$ cat config.mk
export PLATFORM = sky130hd
export DESIGN_NAME = wr_hold_extender
export DESIGN_NICKNAME = d
export VERILOG_FILES = /design/src/rtl/weh_pkg.sv /design/src/rtl/weh_edge.sv /design/src/rtl/weh_delay_ff.sv /design/src/rtl/weh_data_latch.sv /design/src/rtl/wr_hold_extender.sv
export SDC_FILE = /design/constraint.sdc
export NUM_CORES = 1
export LEC_CHECK = 0
export ABC_AREA = 1
export BUFFER_PORTS_ARGS = -buffer_cell sky130_fd_sc_hd__buf_2
export CAP_MARGIN = 0
export CORE_AREA = 3 3 40 42
export CTS_CLUSTER_SIZE = 28
export DETAILED_ROUTE_END_ITERATION = 7
export DIE_AREA = 0 0 43 45
export PLACE_DENSITY_LB_ADDON = 0.12
export SLEW_MARGIN = 20
export SYNTH_ARGS = -nofsm -noshare
export SYNTH_HDL_FRONTEND = slang
export SYNTH_HIERARCHICAL = 1
export SYNTH_SLANG_ARGS = --single-unit
$ cat constraint.sdc
create_clock -name clk -period 3 [get_ports clk]
set_clock_uncertainty 0.15 [all_clocks]
set_input_delay 0.3 -clock clk [delete_from_list [all_inputs] [get_ports clk]]
set_output_delay 0.3 -clock clk [all_outputs]
set_load 0.02 [all_outputs]
$ cat src/rtl/weh_pkg.sv
// Package: shared types and helpers for the write data hold extender.
// Assumes nothing beyond a single state bit where 1 means idle/read
// and 0 means write.
package weh_pkg;

    // Four strobe outputs derived from the delay state bit
    typedef struct packed {
        logic rd;
        logic rd_n;
        logic wr;
        logic wr_n;
    } weh_strobe_t;

    // Build both polarities of both strobes from the state bit
    function automatic weh_strobe_t weh_make_strobes(input logic idle_q);
        weh_strobe_t s;
        s.rd   = idle_q;
        s.rd_n = ~idle_q;
        s.wr   = ~idle_q;
        s.wr_n = idle_q;
        return s;
    endfunction

endpackage

$ cat src/rtl/weh_edge.sv
// Module: weh_edge
// Detects rising edges of the bus strobe E, which is sampled by the
// system clock. Assumes E is already synchronous to clk. Reset loads
// the history bit with 1, so no rising edge is reported in the first
// cycle after reset.
module weh_edge (
    input  logic clk,
    input  logic rst_n,
    input  logic e_in,
    output logic e_rise
);

    logic e_prev;

    // Keep the value of E seen at the previous clock edge
    always_ff @(posedge clk) begin
        if (!rst_n) e_prev <= 1'b1;
        else        e_prev <= e_in;
    end

    assign e_rise = e_in & ~e_prev;

endmodule

$ cat src/rtl/weh_delay_ff.sv
// Module: weh_delay_ff
// The delay state bit. idle_q = 1 means idle/read (bus released) and
// 0 means write. A write with E high forces the bit to 0 at once. The
// bit samples rnw only on rising E, so it goes back to 1 half an E
// cycle after a write ends. Reset forces idle.
module weh_delay_ff (
    input  logic clk,
    input  logic rst_n,
    input  logic e_in,
    input  logic e_rise,
    input  logic rnw,
    output logic idle_q
);

    logic force_wr;
    assign force_wr = ~rnw & e_in;

    // State bit: forced write has priority over sampling on rising E
    always_ff @(posedge clk) begin
        if (!rst_n)        idle_q <= 1'b1;
        else if (force_wr) idle_q <= 1'b0;
        else if (e_rise)   idle_q <= rnw;
    end


    force_write_chk: assert property (@(posedge clk) disable iff (!rst_n)
        (!rnw && e_in) |=> !idle_q);


    release_on_rise_chk: assert property (@(posedge clk) disable iff (!rst_n)
        $rose(idle_q) |-> ($past(e_rise) || !$past(rst_n)));


    read_keeps_idle_chk: assert property (@(posedge clk) disable iff (!rst_n)
        (rnw && idle_q) |=> idle_q);

endmodule

$ cat src/rtl/weh_data_latch.sv
// Module: weh_data_latch
// The write data register. While E is high during a write, it loads
// the processor byte on every clock (transparent at clock granularity).
// While E is low it holds its value, which keeps the captured byte
// steady through the hold extension.
module weh_data_latch #(
    parameter int DATA_W = 8
) (
    input  logic              clk,
    input  logic              rst_n,
    input  logic              e_in,
    input  logic              rnw,
    input  logic              idle_q,
    input  logic [DATA_W-1:0] din,
    output logic [DATA_W-1:0] dout
);

    logic load;
    assign load = e_in & (~rnw | ~idle_q);

    // Follow din while open, hold otherwise
    always_ff @(posedge clk) begin
        if (!rst_n)    dout <= '0;
        else if (load) dout <= din;
    end


    follow_in_write_chk: assert property (@(posedge clk) disable iff (!rst_n)
        (e_in && !rnw) |=> (dout == $past(din)));


    hold_when_low_chk: assert property (@(posedge clk) disable iff (!rst_n)
        (!e_in) |=> $stable(dout));

endmodule

$ cat src/rtl/wr_hold_extender.sv
// Module: wr_hold_extender (top)
// Stretches write data hold time on a buffered bus by one E half
// period. Assumes e_clk, rnw and cpu_data are synchronous to clk.
// The external tri-state buffer is driven from bus_data and bus_oe.
module wr_hold_extender #(
    parameter int DATA_W = 8
) (
    input  logic              clk,
    input  logic              rst_n,
    input  logic              e_clk,
    input  logic              rnw,
    input  logic [DATA_W-1:0] cpu_data,
    output logic [DATA_W-1:0] bus_data,
    output logic              bus_oe,
    output logic              rd_dly,
    output logic              rd_dly_n,
    output logic              wr_dly,
    output logic              wr_dly_n
);
    import weh_pkg::*;

    logic        e_rise;
    logic        idle_q;
    weh_strobe_t strobes;

    weh_edge u_edge (
        .clk    (clk),
        .rst_n  (rst_n),
        .e_in   (e_clk),
        .e_rise (e_rise)
    );

    weh_delay_ff u_dff (
        .clk    (clk),
        .rst_n  (rst_n),
        .e_in   (e_clk),
        .e_rise (e_rise),
        .rnw    (rnw),
        .idle_q (idle_q)
    );

    weh_data_latch #(.DATA_W(DATA_W)) u_latch (
        .clk    (clk),
        .rst_n  (rst_n),
        .e_in   (e_clk),
        .rnw    (rnw),
        .idle_q (idle_q),
        .din    (cpu_data),
        .dout   (bus_data)
    );

    assign strobes  = weh_make_strobes(idle_q);
    assign bus_oe   = ~idle_q;
    assign rd_dly   = strobes.rd;
    assign rd_dly_n = strobes.rd_n;
    assign wr_dly   = strobes.wr;
    assign wr_dly_n = strobes.wr_n;


    reset_release_chk: assert property (@(posedge clk)
        !rst_n |=> !bus_oe);


    strobe_phase_chk: assert property (@(posedge clk) disable iff (!rst_n)
        bus_oe |-> (!rd_dly && wr_dly));

endmodule

# Word level (Yosys, flattened, before mapping)
# Cells that the tools add are included.
# totals
ff_bits,10
latchBits,0
ram_bits,0
mem_bits_ro,0
inputBits,12
output_inout_bits,13
wordCells,13
mem_count,0
# op_classes
n_addsub,0
n_mul,0
div_mod_pow,0
n_lt_le_gt_ge,0
eq_ne,0
n_shift,0
n_mux,2
bitwise_logic,7
reduce_logical,1
# op_table
op,count
1-bit AND,3
1-bit NOT,3
1-bit 2-to-1 mux,2
2-bit nonzero test,1
1-bit OR,1

# Longest topological paths before layout
# logic_depth
ltp_word,4
ltp_mapped,5
ltp_nobuf,5

# Hierarchy
# Netlist, hierarchy kept.
# modules_own_cells
mod,n_inst,cells_each,area_per_inst_um2,seq_area_each_um2
weh_data_latch,1,53,391.6,160.2
weh_delay_ff,1,6,42.5,20.0
weh_edge,1,4,33.8,20.0
wr_hold_extender,1,4,26.3,0.0

# Least setup slack after synthesis
# OpenSTA, ideal clock, no wires.
# synth_timing
kind,register -> output
startpoint,register u_dff.idle_q
endpoint,output rd_dly_n
arrival_ps,867
required_ps,2550
slack_ps,1683
path_stages_with_launch,3
n_path_buf,1
path_cell_list,dfxtp_1 inv_1 buf_4
# synth_via
elab_chain_cells,1
# synth_lines
element,line,rtl
from (decl),weh_delay_ff.sv:12,output logic idle_q
from (signal assigned),weh_delay_ff.sv:22,else if (e_rise) idle_q <= rnw;
1-bit NOT,--,
to (decl),wr_hold_extender.sv:16,"output logic rd_dly_n,"
# No other way between the ends.

# Worst setup path in the final report
# layout_timing
startpoint,register u_dff.idle_q
endpoint,output rd_dly_n
# layout_via
elab_chain_cells,1
# layout_lines
element,line,rtl
1-bit NOT,weh_pkg.sv:18,s.rd_n = ~idle_q;
# No other way between the ends.

==> run summary <==
Req. time, crit path: 2.55 ns
largest family of logic cells by synthesized area: simple AND/OR/NAND/NOR gates
Synth Area in XOR/XNOR: 0%
highest net fanout along the worst path: 5
via count: 442
Slew @ Worst Pin: 0.327 ns
Synth Area in Simple Gates: 28.4%
RSZ-0062 raised after global routing: no
Syn. warnings: 6
worst hold path type: in -> reg
CP arrival: 0.89 ns
Synth Area per Inst: 7.38 um^2
Avg WL per Cell: 9.09 um
Synth Area in Adders: 0%
Worst Slack Setup Final: 1.66 ns
Cell Rows: 13
n_diodes: 0
power consumption: 0.000336 W
fin nets: 101
CTS Hold Bufs: 0
die area: 1940 um^2
final antenna-violating net count: 0
final WL: 936 um
Root Buffer: clkbuf_4
outcome: finished clean
largest net degree at the start of global routing: 19
r2r setup slk: 1.88 ns
drt pass-1 iters: 3
Iteration-0 DRC Markers: 8
commonest non-fill, non-tap cell in the layout: buf_2
height of the die: 45 um
power density cells: 559 nW/um^2
# port buffers: 24
Final Max Tran Viols: 0
highest-count cells in the layout ignoring fill and taps: buf_2, inv_1, nand2_1, dfxtp_1
Post-Route Setup TNS: 0 ns
Leakage: 0.351 nW
initial core utilization: 38.5%
clock buffer depth: 2
kind of critical path: reg -> out
final hold viol count: 0
layout cell share with drive strength beyond 1: 36.4%
DR DRC count: 0
Seq/Total Area, Yosys: 40.5%
Distinct cells, synth: 13
Max Cap Violations: 0
Critical Path Source Type: flop
Sink Count: 10
Horiz. Die Dim: 43 um
CTS tree: yes
area leader, netlist: dfxtp_1
leading post-synthesis cells by cell area: dfxtp_1, buf_6, inv_1, nand2_1, a21oi_1
fin crit period: 1.34 ns
number of gates resized after cts: 0
Setup crit end kind: output pin
postcts setup bufs: 0
num ports: 25
Gate Count Post-Synth: 67
max_slew headroom: 78.2%
mux contribution to synthesized area: 0%
total core area: 1280 um^2
R2R depth: 3
grt total ovfl: 0
Synth Area in Compound Gates: 9.11%
Peak supply drop: 0.233 mV
fillers: 145
Num CTS Buffers: 3
area growth from synthesis to layout: 21.8%
via/cell ratio: 4.29
first-pass GRT wire length: 1500 um
Synthesized Nets: 79
vias in the first global route: 356
Worst-path clk slew: 0.07 ns
cell area after synthesis: 494 um^2
routability-driven placement congestion ratio: 0.640
initial antenna violation count: 0
period utilization: 44.5%
Hold Crit Depth: 2
Final setup viols: 0
post-DP HPWL: 663 um
Finished Cell Area: 602 um^2
H-tree depth: 1
clock latency on the worst-skew pair: 0.25 ns
DP Worst Slack: 1.74 ns
fmax: 0.748 GHz
Tot GR Track Use: 10.4%
DP Area: 566 um^2
share of Yosys cell area claimed by the top area cell type: 40.5%
FF+latch count, synth: 10
==> stage by stage <==
| stage | hold WS, ns | instances | utilization [%] |
|---|---|---|---|
| global route | 0.153 | 103 | 46.8 |
| CTS | 0.155 | 103 | 46.8 |
| finish | 0.154 | 103 | 46.8 |
| floorplan | 0.219 | 67 | - |
| global placement | 0.316 | 99 | 44.0 |
| detailed placement | 0.313 | 99 | 44.0 |
==> per-layer routing <==
metal	GRT usage, %	part of all wire, %
met5	0	0
met2	14.1	36
met4	7.23	1.3
met3	3.59	9.6
met1	13.8	53
==> critical path, cell delays in order (launching register included) <==
cell and delay (ns):
dfxtp_1 0.39, inv_1 0.08, buf_2 0.16
==> power breakdown <==
part,switching [W],internal [W]
clock network,0.0000458,0.0000735
logic,0.0000439,0.0000253
registers,0.00000506,0.000143
total,0.0000947,0.000242
==> cells by family (layout without fill, tap and decap cells) <==
group	count (synthesis)	after routing
AND/OR/NAND/NOR	30	30
buffers and inverters	18	39
flip-flops	10	10
AO/OA/AOI/OAI	9	9
==> sequential cells by signal, indices dropped and copies added (netlist names) <==
| register | cells |
|---|---|
| u_latch/dout | 8 |
| u_dff/idle_q | 1 |
| u_edge/e_prev | 1 |
==> area by class of cell <==
cell class | instances | area (um^2) | share of cell area [%]
Clock buffer | 4 | 36.3 | 6.03
Sequential cell | 10 | 200 | 33.3
Inverter | 11 | 41.3 | 6.86
Tap cell | 15 | 18.8 | 3.12
Timing Repair Buffer | 24 | 120 | 20.0
Multi-Input combinational cell | 39 | 185 | 30.8
==> worst paths after layout <==
check / start / to
hold / removal: rst_n / u_dff/idle_q
setup reg to reg: u_dff/idle_q / u_latch/dout[6]
hold reg to reg: u_latch/dout[5] / u_latch/dout[5]
setup / recovery: u_dff/idle_q / rd_dly_n
==> synth_stat cells <==
cell type / n
a21oi_1: 8
buf_4: 3
buf_6: 4
dfxtp_1: 10
inv_1: 11
nand2_1: 11
nand2_2: 1
nand3_1: 6
nand3_2: 2
nor2_1: 8
nor2_2: 1
o21ai_0: 1
or2_0: 1
Note: power is estimated with default switching activity, not from simulation.
